[config.mk]
export PLATFORM = sky130hd
export DESIGN_NAME = clkgate_ctrl
export DESIGN_NICKNAME = d
export VERILOG_FILES = /design/src/rtl/clkgate_pkg.sv /design/src/rtl/clkgate_lane.sv /design/src/rtl/clkgate_bank.sv /design/src/rtl/clkgate_ctrl.sv
export SDC_FILE = /design/constraint.sdc
export NUM_CORES = 1
export LEC_CHECK = 0
export BUFFER_PORTS_ARGS = -buffer_cell sky130_fd_sc_hd__buf_2
export CAP_MARGIN = 30
export CORE_MARGIN = 2
export CORE_UTILIZATION = 48
export CTS_CLUSTER_DIAMETER = 150
export DETAILED_ROUTE_END_ITERATION = 8
export PLACE_DENSITY = 0.73
export SYNTH_ARGS = -nofsm -noshare
export SYNTH_HDL_FRONTEND = slang
export SYNTH_HIERARCHICAL = 1
export SYNTH_SLANG_ARGS = --single-unit
[constraint.sdc]
create_clock -name clk -period 4.5 [get_ports clk]
set_input_delay 0.9 -clock clk [delete_from_list [all_inputs] [get_ports clk]]
set_output_delay 0.9 -clock clk [all_outputs]
set_load 0.05 [all_outputs]
[src/rtl/clkgate_pkg.sv]
package clkgate_pkg;

    localparam int BANK_W      = 32;
    localparam int NUM_BANKS   = 2;
    localparam int NUM_CLK     = BANK_W * NUM_BANKS;
    localparam int ADDR_W      = 8;
    localparam int BANK_STRIDE = 16;
    localparam int BANK_IDX_W  = (NUM_BANKS > 1) ? $clog2(NUM_BANKS) : 1;
    localparam int STRIDE_SH   = $clog2(BANK_STRIDE);

    // register kind is selected by address bits [3:2] inside a bank window
    typedef enum logic [1:0] {
        ACC_SET  = 2'd0,
        ACC_CLR  = 2'd1,
        ACC_REQ  = 2'd2,
        ACC_STAT = 2'd3
    } acc_kind_e;

    typedef struct packed {
        logic                  hit;
        logic [BANK_IDX_W-1:0] bank;
        acc_kind_e             kind;
    } reg_dec_t;

    function automatic reg_dec_t decode_addr(input logic [ADDR_W-1:0] addr,
                                             input logic [ADDR_W-1:0] base);
        reg_dec_t          d;
        logic [ADDR_W-1:0] off;
        off    = addr - base;
        d.kind = acc_kind_e'(off[3:2]);
        d.bank = off[STRIDE_SH +: BANK_IDX_W];
        d.hit  = (addr >= base) && (off[1:0] == 2'b00)
                 && ((off >> STRIDE_SH) < ADDR_W'(NUM_BANKS));
        return d;
    endfunction

endpackage

[src/rtl/clkgate_lane.sv]
module clkgate_lane #(
    parameter int   SETTLE   = 4,
    parameter logic RESERVED = 1'b0
) (
    input  logic clk,
    input  logic rst,
    input  logic set_i,
    input  logic clr_i,
    output logic req_o,
    output logic stat_o
);
    localparam int CW = $clog2(SETTLE + 1);

    generate
        if (RESERVED) begin : g_tied
            logic unused_lane;
            assign unused_lane = ^{clk, rst, set_i, clr_i};
            assign req_o  = 1'b0;
            assign stat_o = 1'b0;
        end else begin : g_live
            logic          req_q, stat_q, req_nx;
            logic [CW-1:0] wait_q;

            always_comb begin
                req_nx = req_q;
                if (set_i)      req_nx = 1'b1;
                else if (clr_i) req_nx = 1'b0;
            end

            // a fresh change reloads the countdown; status lands when it expires
            always_ff @(posedge clk) begin
                if (rst) begin
                    req_q  <= 1'b1;
                    stat_q <= 1'b1;
                    wait_q <= '0;
                end else begin
                    req_q <= req_nx;
                    if (req_nx != req_q) begin
                        wait_q <= CW'(SETTLE);
                    end else if (wait_q != '0) begin
                        wait_q <= wait_q - 1'b1;
                        if (wait_q == CW'(1)) stat_q <= req_q;
                    end
                end
            end

            assign req_o  = req_q;
            assign stat_o = stat_q;
        end
    endgenerate

endmodule

[src/rtl/clkgate_bank.sv]
module clkgate_bank
    import clkgate_pkg::*;
#(
    parameter int              SETTLE = 4,
    parameter logic [BANK_W-1:0] RSV  = '0
) (
    input  logic              clk,
    input  logic              rst,
    input  logic              set_stb,
    input  logic              clr_stb,
    input  logic [BANK_W-1:0] wdata,
    output logic [BANK_W-1:0] req,
    output logic [BANK_W-1:0] stat
);
    generate
        for (genvar i = 0; i < BANK_W; i++) begin : g_lane
            clkgate_lane #(
                .SETTLE  (SETTLE),
                .RESERVED(RSV[i])
            ) u_lane (
                .clk   (clk),
                .rst   (rst),
                .set_i (set_stb & wdata[i]),
                .clr_i (clr_stb & wdata[i]),
                .req_o (req[i]),
                .stat_o(stat[i])
            );
        end
    endgenerate

endmodule

[src/rtl/clkgate_ctrl.sv]
module clkgate_ctrl
    import clkgate_pkg::*;
#(
    parameter logic [ADDR_W-1:0]  BASE_ADDR = 8'h24,
    parameter int                 SETTLE    = 4,
    parameter logic [NUM_CLK-1:0] RSV_MASK  = 64'h0280_000F_0000_0000
) (
    input  logic               clk,
    input  logic               rst,
    input  logic [ADDR_W-1:0]  reg_addr,
    input  logic               reg_we,
    input  logic [BANK_W-1:0]  reg_wdata,
    output logic [BANK_W-1:0]  reg_rdata,
    output logic [NUM_CLK-1:0] gate_en
);
    reg_dec_t                            dec;
    logic [NUM_BANKS-1:0][BANK_W-1:0]    req_bank, stat_bank;
    logic [NUM_CLK-1:0]                  req_vec, stat_vec;

    assign dec = decode_addr(reg_addr, BASE_ADDR);

    generate
        for (genvar b = 0; b < NUM_BANKS; b++) begin : g_bank
            logic sel;
            assign sel = reg_we && dec.hit && (dec.bank == BANK_IDX_W'(b));

            clkgate_bank #(
                .SETTLE(SETTLE),
                .RSV   (RSV_MASK[b*BANK_W +: BANK_W])
            ) u_bank (
                .clk    (clk),
                .rst    (rst),
                .set_stb(sel && (dec.kind == ACC_SET)),
                .clr_stb(sel && (dec.kind == ACC_CLR)),
                .wdata  (reg_wdata),
                .req    (req_bank[b]),
                .stat   (stat_bank[b])
            );

            assign req_vec [b*BANK_W +: BANK_W] = req_bank[b];
            assign stat_vec[b*BANK_W +: BANK_W] = stat_bank[b];
        end
    endgenerate

    always_comb begin
        reg_rdata = '0;
        if (dec.hit) begin
            unique case (dec.kind)
                ACC_REQ:  reg_rdata = req_bank[dec.bank];
                ACC_STAT: reg_rdata = stat_bank[dec.bank];
                default:  reg_rdata = '0;
            endcase
        end
    end

    assign gate_en = req_vec;

endmodule

==> results.toml, run 1 <==
[grt]
grt_pass1_wl_um = 69000
grtUsageTotal_pct = 19.9
gr-total-overflow = 0
antenna_found_initial = 0
grt_pass1_vias = 14600
grt_max_degree = 132

[die]
fp.coreArea_um2 = 39700
row_count = 73
die_area_um2 = 41800
initial_utilization_pct = 48.6
io_pins = 139
die_w_um = 204
dieHeight_um = 204

[critical_path]
path_class = "input pin to output pin"
path_max_fanout = 19
crit_path_end_kind = "output pin"
cp.required_ps = 3600
cp.arrival_ps = 2880
start_kind = "input pin"

[clocking]
cts_hold_buf = 0
numCtsBuffers = 36
htree_levels = 2
cts_sinks = 290
cts-root-buf = "clkbuf_16"
cts_max_path_buffers = 3
clk_latency_ps = 530
post_cts_resized = 0
path_clk_slew_ps = 60
post_cts_buffers = 0
tritoncts = "done"

[timing]
drv_slew = 0
worst_slew_margin_rel_pct = 37.9
skew_ps = 17.5
fmax_mhz = 265
worst_slew_pin_slew_ps = 931
period_needed_ps = 3780
final.setup.tns_ps = 0
rsz0062_at_grt = "false"
setup_viol = 0
finalCritPeriodShare_pct = 84.0
hold_viol = 0

[final_layout]
multi_input_area_um2 = 11300
register_area_um2 = 5810
final_common_cell = "inv_1"
design_area_um2 = 21100
num-fill-cells = 3571
final_layout_size_suffix_gt1_share_pct = 16.2
final_cell_mix = "inv_1, dfxtp_1, nor2_1"
nets = 2597
syn_to_final_growth_pct = 9.55

[drt]
dr.pass1.iters = 5
vias = 15000
drtIter0Drc = 722
drc = 0
vias_per_cell = 5.21
postRouteAntennaNets = 0
wl_um = 42000
routedWlPerCell_um = 14.6

[run_status]
status = "completed"

[power]
p_sw_share_pct = 38.8
power_density_nw_per_um2 = 559
p_seq_share_pct = 32.4
vdd_ir_drop_max_uv = 413
p_clk_share_pct = 25.2
p_int_w = 0.00724
p_switching_w = 0.00458
p_leak_nw = 10.4
comb_power_share_pct = 42.3

[synth]
netlist_area_um2 = 19300
avgSynthCellArea_um2 = 8.66
yosys_warnings = 6
syn_inst = 2229

[worst_hold_path]
hp-class = "flop to flop"

[place]
gp_congestion = 0.785
hpwl_um = 28500
placed_area_um2 = 19900
io_buffers = 132

[job]
drv_cap = 0
[area by class of cell]
type / instances / area share, %
Antenna cell: 2 / 0.0237
Inverter: 350 / 6.22
Clock buffer: 54 / 5.11
Clock inverter: 10 / 0.657
Timing Repair Buffer: 144 / 3.87
Sequential cell: 290 / 27.5
Tap cell: 525 / 3.11
Multi-Input combinational cell: 1496 / 53.6
[routing by layer]
layer	track usage (%)	wire (µm)	vias to the layer above
met3	3.51	1940	76
met5	0	0	-
met4	8.51	1350	0
met1	23.7	18600	7049
li1	-	-	7546
met2	35.1	20100	295
[state kept, by name, summed over array words and instances, names as in the netlist]
signal / flops
g_bank.u_bank/g_lane.u_lane/g_live.wait_q: 174
g_bank.u_bank/g_lane.u_lane/req_o: 58
g_bank.u_bank/g_lane.u_lane/stat_o: 58
[through the flow]
| step | std cells | hold WS (ps) | power (W) | worst slack (ps) | utilization [%] |
|---|---|---|---|---|---|
| global route | 2869 | 501 | 0.0129 | 603 | 53.2 |
| finish | 2871 | 481 | 0.0118 | 721 | 53.2 |
| global placement | 2804 | 471 | 0.00843 | 380 | 50.0 |
| detailed placement | 2804 | 472 | 0.00883 | 325 | 50.0 |
| floorplan | 2235 | 454 | 0.00857 | 917 | - |
| CTS | 2868 | 483 | 0.0119 | 324 | 53.1 |
[worst max-delay path, cell delays in order]
cell     delay (ps)
buf_2           120
inv_1            70
ha_2            230
xnor2_4         300
buf_16          220
buf_12          200
mux2_1          340
a22oi_1         180
nor2_1           50
buf_2           230
[power by group through the flow]
stage	logic [W]	clock network [W]	registers, W
final	0.00500	0.00298	0.00383
after global routing	0.00580	0.00317	0.00393
after CTS	0.00501	0.00305	0.00383
after detailed placement	0.00495	0	0.00388
after global placement	0.00461	0	0.00382
after floorplan	0.00482	0	0.00375
[final timing paths]
| check | cells past startpoint | from | slack, ps | to |
|---|---|---|---|---|
| worst max register to register | 5 | flop | 2880 | g_bank[1].u_bank/g_lane[24].u_lane/stat_o |
| worst min register to register | 2 | g_bank[0].u_bank/g_lane[11].u_lane/stat_o | 480 | g_bank[0].u_bank/g_lane[11].u_lane/stat_o |
| worst min-delay path | 2 | g_bank[0].u_bank/g_lane[11].u_lane/stat_o | 480 | g_bank[0].u_bank/g_lane[11].u_lane/stat_o |
| worst max-delay path | 10 | reg_addr[2] | 720 | reg_rdata[26] |
(Power assumes the default switching activity.)
==> run 2: changes to the inputs <==
ABC_AREA = 1   (was not set)
PLACE_DENSITY = 0.75   (was 0.73)
clock period = 3.4 ns   (was 4.5 ns; I/O delays follow)
==> results.toml, run 2 <==
[grt]
gr-total-overflow = 0
grt_pass1_wl_um = 69200
grtUsageTotal_pct = 20.5
grt_pass1_vias = 15500
antenna_found_initial = 1
grt_max_degree = 73

[timing]
hold_viol = 0
drv_slew = 0
fmax_mhz = 311
setup_viol = 0
rsz0062_at_grt = "false"
worst_slew_pin_slew_ps = 784
finalCritPeriodShare_pct = 94.6
period_needed_ps = 3220
worst_slew_margin_rel_pct = 47.7
skew_ps = 11.6
final.setup.tns_ps = 0

[critical_path]
path_class = "input pin to output pin"
cp_cell_sequence = "buf_2, inv_1, ha_2, buf_4, nand3_1, nand2_1, nor2_1, nor2_1, buf_2"
cpPeakStageDelay_ps = 630
cp_top_family = "buffers and inverters"
path_max_fanout = 64
crit_path_end_kind = "output pin"
start_kind = "input pin"
cp.arrival_ps = 2540
cp.required_ps = 2720
cp_num_buf_inv = 4
slowest_stage = "buf_4"

[die]
row_count = 72
initial_utilization_pct = 48.3
die_area_um2 = 40200
fp.coreArea_um2 = 38400
dieHeight_um = 201
die_w_um = 201
io_pins = 139

[drt]
vias_per_cell = 4.66
vias = 16200
drc = 0
dr.pass1.iters = 5
wl_um = 41100
routedWlPerCell_um = 11.8
drtIter0Drc = 674
postRouteAntennaNets = 0

[clocking]
clk_latency_ps = 520
post_cts_buffers = 0
post_cts_resized = 0
cts_max_path_buffers = 3
cts_hold_buf = 0
cts_sinks = 290
path_clk_slew_ps = 50
htree_levels = 2
tritoncts = "done"
cts-root-buf = "clkbuf_16"
numCtsBuffers = 34

[worst_hold_path]
hp-class = "flop to flop"

[place]
io_buffers = 132
hpwl_um = 30000
gp_congestion = 0.789

[power]
vdd_ir_drop_max_uv = 448
power_density_nw_per_um2 = 691
p_leak_nw = 12.1

[final_layout]
nets = 3209
largest_reg_flops = 174
n_antenna_cell = 0
utilization_pct = 54.6
final_layout_size_suffix_gt1_share_pct = 11.6
top_register = "g_bank.u_bank/g_lane.u_lane/g_live.wait_q"
syn_to_final_growth_pct = 13.1
final_cell_mix = "nand2_1, inv_1, nor2_1"
num-fill-cells = 3633
final_common_cell = "nand2_1"

[synth]
syn_inst = 2782
netlist_area_um2 = 18600
avgSynthCellArea_um2 = 6.67
yosys_warnings = 6

[run_status]
status = "completed"

[job]
drv_cap = 0
[run 2: layout make-up]
class | instances | area [µm²] | share of cell area (%)
clock buffer | 54 | 1100 | 5.24
clock inverter | 8 | 95.1 | 0.453
inverter | 532 | 2000 | 9.53
multi-input combinational | 1916 | 10400 | 49.7
sequential | 290 | 5810 | 27.7
tap | 518 | 648 | 3.09
timing repair buffer | 156 | 910 | 4.34
[run 2: worst register-to-register path: stages (launching register included)]
cell     delay, ps
dfxtp_1        360
inv_1           60
ha_1           210
ha_1           270
nor2_1         180
nand2_1        110
inv_1           60
nand2_1         50
nand2_1         50
nand2_1         40
[run 2: worst paths after layout]
check | end | startpoint | cells past startpoint | slack (ps)
max | reg_rdata[8] | reg_addr[2] | 9 | 180
min | g_bank[0].u_bank/g_lane[30].u_lane/stat_o | g_bank[0].u_bank/g_lane[30].u_lane/stat_o | 2 | 440
max reg2reg | g_bank[1].u_bank/g_lane[18].u_lane/stat_o | flop | 9 | 1920
min reg2reg | g_bank[0].u_bank/g_lane[30].u_lane/stat_o | g_bank[0].u_bank/g_lane[30].u_lane/stat_o | 2 | 440
[run 2: report_power, final]
part           internal (W)  switching (W)
Sequential          0.00437       0.000653
Combinational       0.00237        0.00326
Clock               0.00237        0.00147
[run 2: per-stage QoR]
step / setup WS, ps / hold slack (ps) / cells / cell area [µm²] / total power, W
after floorplan: 483 / 419 / 2788 / 18600 / 0.00952
after global placement: 232 / 430 / 3412 / 19800 / 0.0102
after detailed placement: 198 / 432 / 3412 / 19800 / 0.0107
after CTS: 193 / 445 / 3474 / 21000 / 0.0147
after global routing: 11.6 / 461 / 3474 / 21000 / 0.0159
final: 184 / 444 / 3474 / 21000 / 0.0145
[run 2: layer usage]
metal / vias up / track usage, % / wire length, µm
li1: 8486 / - / -
met5: - / 0 / 13
met1: 7322 / 22.7 / 17300
met4: 2 / 7.01 / 951
met2: 305 / 39.1 / 20700
met3: 74 / 3.72 / 2110
==> run 3: changes to the inputs <==
CTS_BUF_LIST = sky130_fd_sc_hd__clkbuf_8   (was not set)
==> results.toml, run 3 (synthesis results as in run 2) <==
[drt]
vias = 16200
postRouteAntennaNets = 0
routedWlPerCell_um = 11.8
drc = 0
dr.pass1.iters = 5
drtIter0Drc = 691
wl_um = 41300
vias_per_cell = 4.63

[die]
io_pins = 139
die_w_um = 201
row_count = 72
fp.coreArea_um2 = 38400
initial_utilization_pct = 48.3
die_area_um2 = 40200
dieHeight_um = 201

[place]
dp_cells = 3412
hpwl_um = 30000
pre_cts_slack_ps = 198
io_buffers = 132
gp_congestion = 0.789

[timing]
rsz0062_at_grt = "false"
worst_slew_margin_rel_pct = 48.6
drv_slew = 0
skew_ps = 23.3
fin_hold_ws_ps = 424
hold_viol = 0
final.setup.tns_ps = 0
fmax_mhz = 313
setup_viol = 0
finalCritPeriodShare_pct = 94.1
layout_setup_ws_ps = 201
period_needed_ps = 3200
worst_slew_pin_slew_ps = 771

[final_layout]
multi_input_area_um2 = 10400
final_cell_mix = "nand2_1, inv_1, nor2_1"
register_area_um2 = 5810
final_common_cell = "nand2_1"
num-fill-cells = 3680
top_register = "g_bank.u_bank/g_lane.u_lane/g_live.wait_q"
syn_to_final_growth_pct = 12.8
n_antenna_cell = 0
final_layout_size_suffix_gt1_share_pct = 12.3
largest_reg_flops = 174
fin_cells = 3507
nets = 3227
utilization_pct = 54.5

[critical_path]
path_class = "input pin to output pin"
regToRegSetupSlack_ps = 1940
cp-startpoint = "reg_addr[2]"
rr_endpoint = "g_bank[0].u_bank/g_lane[17].u_lane/stat_o"
cp.arrival_ps = 2520
r2r_cells = 8
cp.required_ps = 2720
start_kind = "input pin"
crit_path_end_kind = "output pin"
path_max_fanout = 64

[clocking]
path_clk_slew_ps = 60
tritoncts = "done"
cts_hold_buf = 0
post_cts_buffers = 0
numCtsBuffers = 52
cts_max_path_buffers = 3
htree_levels = 2
cts_sinks = 290
cts-root-buf = "clkbuf_8"
post_cts_resized = 0
clk_latency_ps = 630

[power]
p_sw_share_pct = 38.3
p_int_w = 0.00876
vdd_ir_drop_max_uv = 324
power_density_nw_per_um2 = 678
p_switching_w = 0.00543
p_leak_nw = 12.2
p_seq_share_pct = 35.4
p_clk_share_pct = 24.9
comb_power_share_pct = 39.7

[worst_hold_path]
hp-class = "input pin to flop"
hold_depth = 6
min_from = "reg_wdata[23]"
min_to = "g_bank[0].u_bank/g_lane[23].u_lane/req_o"

[grt]
grt_max_degree = 73
globalRouteMet2Util_pct = 39.6
antenna_found_initial = 1
use_met3_pct = 3.30
grt_pass1_vias = 15600
grt_use_met1_pct = 22.8
grt_pass1_wl_um = 69500
grtUsageTotal_pct = 20.7
gr-total-overflow = 0
grt-busiest-layer = "met2"

[job]
drv_cap = 0

[run_status]
status = "completed"
run 3: per-stage QoR:
step	cell area, µm²	power [W]
global route	20900	0.0156
CTS	20900	0.0144
global placement	19800	0.0102
finish	20900	0.0142
floorplan	18600	0.00952
detailed placement	19800	0.0107
run 3: layer usage:
layer | vias to the layer above | share of wire (%)
met2 | 313 | 50
li1 | 8526 | -
met3 | 80 | 5.0
met4 | 2 | 2.6
met1 | 7316 | 42
met5 | - | 0.031
run 3: worst max-delay path by stage:
stage                         end  slack [ps]  cells past startpoint
global placement    reg_rdata[30]         230                      9
floorplan           reg_rdata[12]         480                     11
global route         reg_rdata[8]          10                      9
finish              reg_rdata[10]         200                      9
CTS                 reg_rdata[30]         190                      9
detailed placement  reg_rdata[30]         200                      9
run 3: cell type report:
class	count	share of cell area, %
clock buffers	72	4.74
clock inverters	23	0.724
inverters	532	9.56
multi-input cells	1916	49.8
flip-flops and latches	290	27.8
well taps	518	3.10
repair buffers	156	4.35
run 3: worst max-delay path, cell delays in order:
cell and delay, ps:
buf_2 120, inv_1 110, ha_2 230, buf_4 620, nand3_1 160, nand2_1 100
nor2_1 50, nor2_1 120, buf_2 290
run 3: power by group through the flow:
stage | clock network (W) | registers (W) | logic, W
floorplan | 0 | 0.00493 | 0.00459
global placement | 0 | 0.00501 | 0.00517
detailed placement | 0 | 0.00508 | 0.00563
CTS | 0.00365 | 0.00502 | 0.00571
global route | 0.00380 | 0.00515 | 0.00668
finish | 0.00354 | 0.00502 | 0.00564
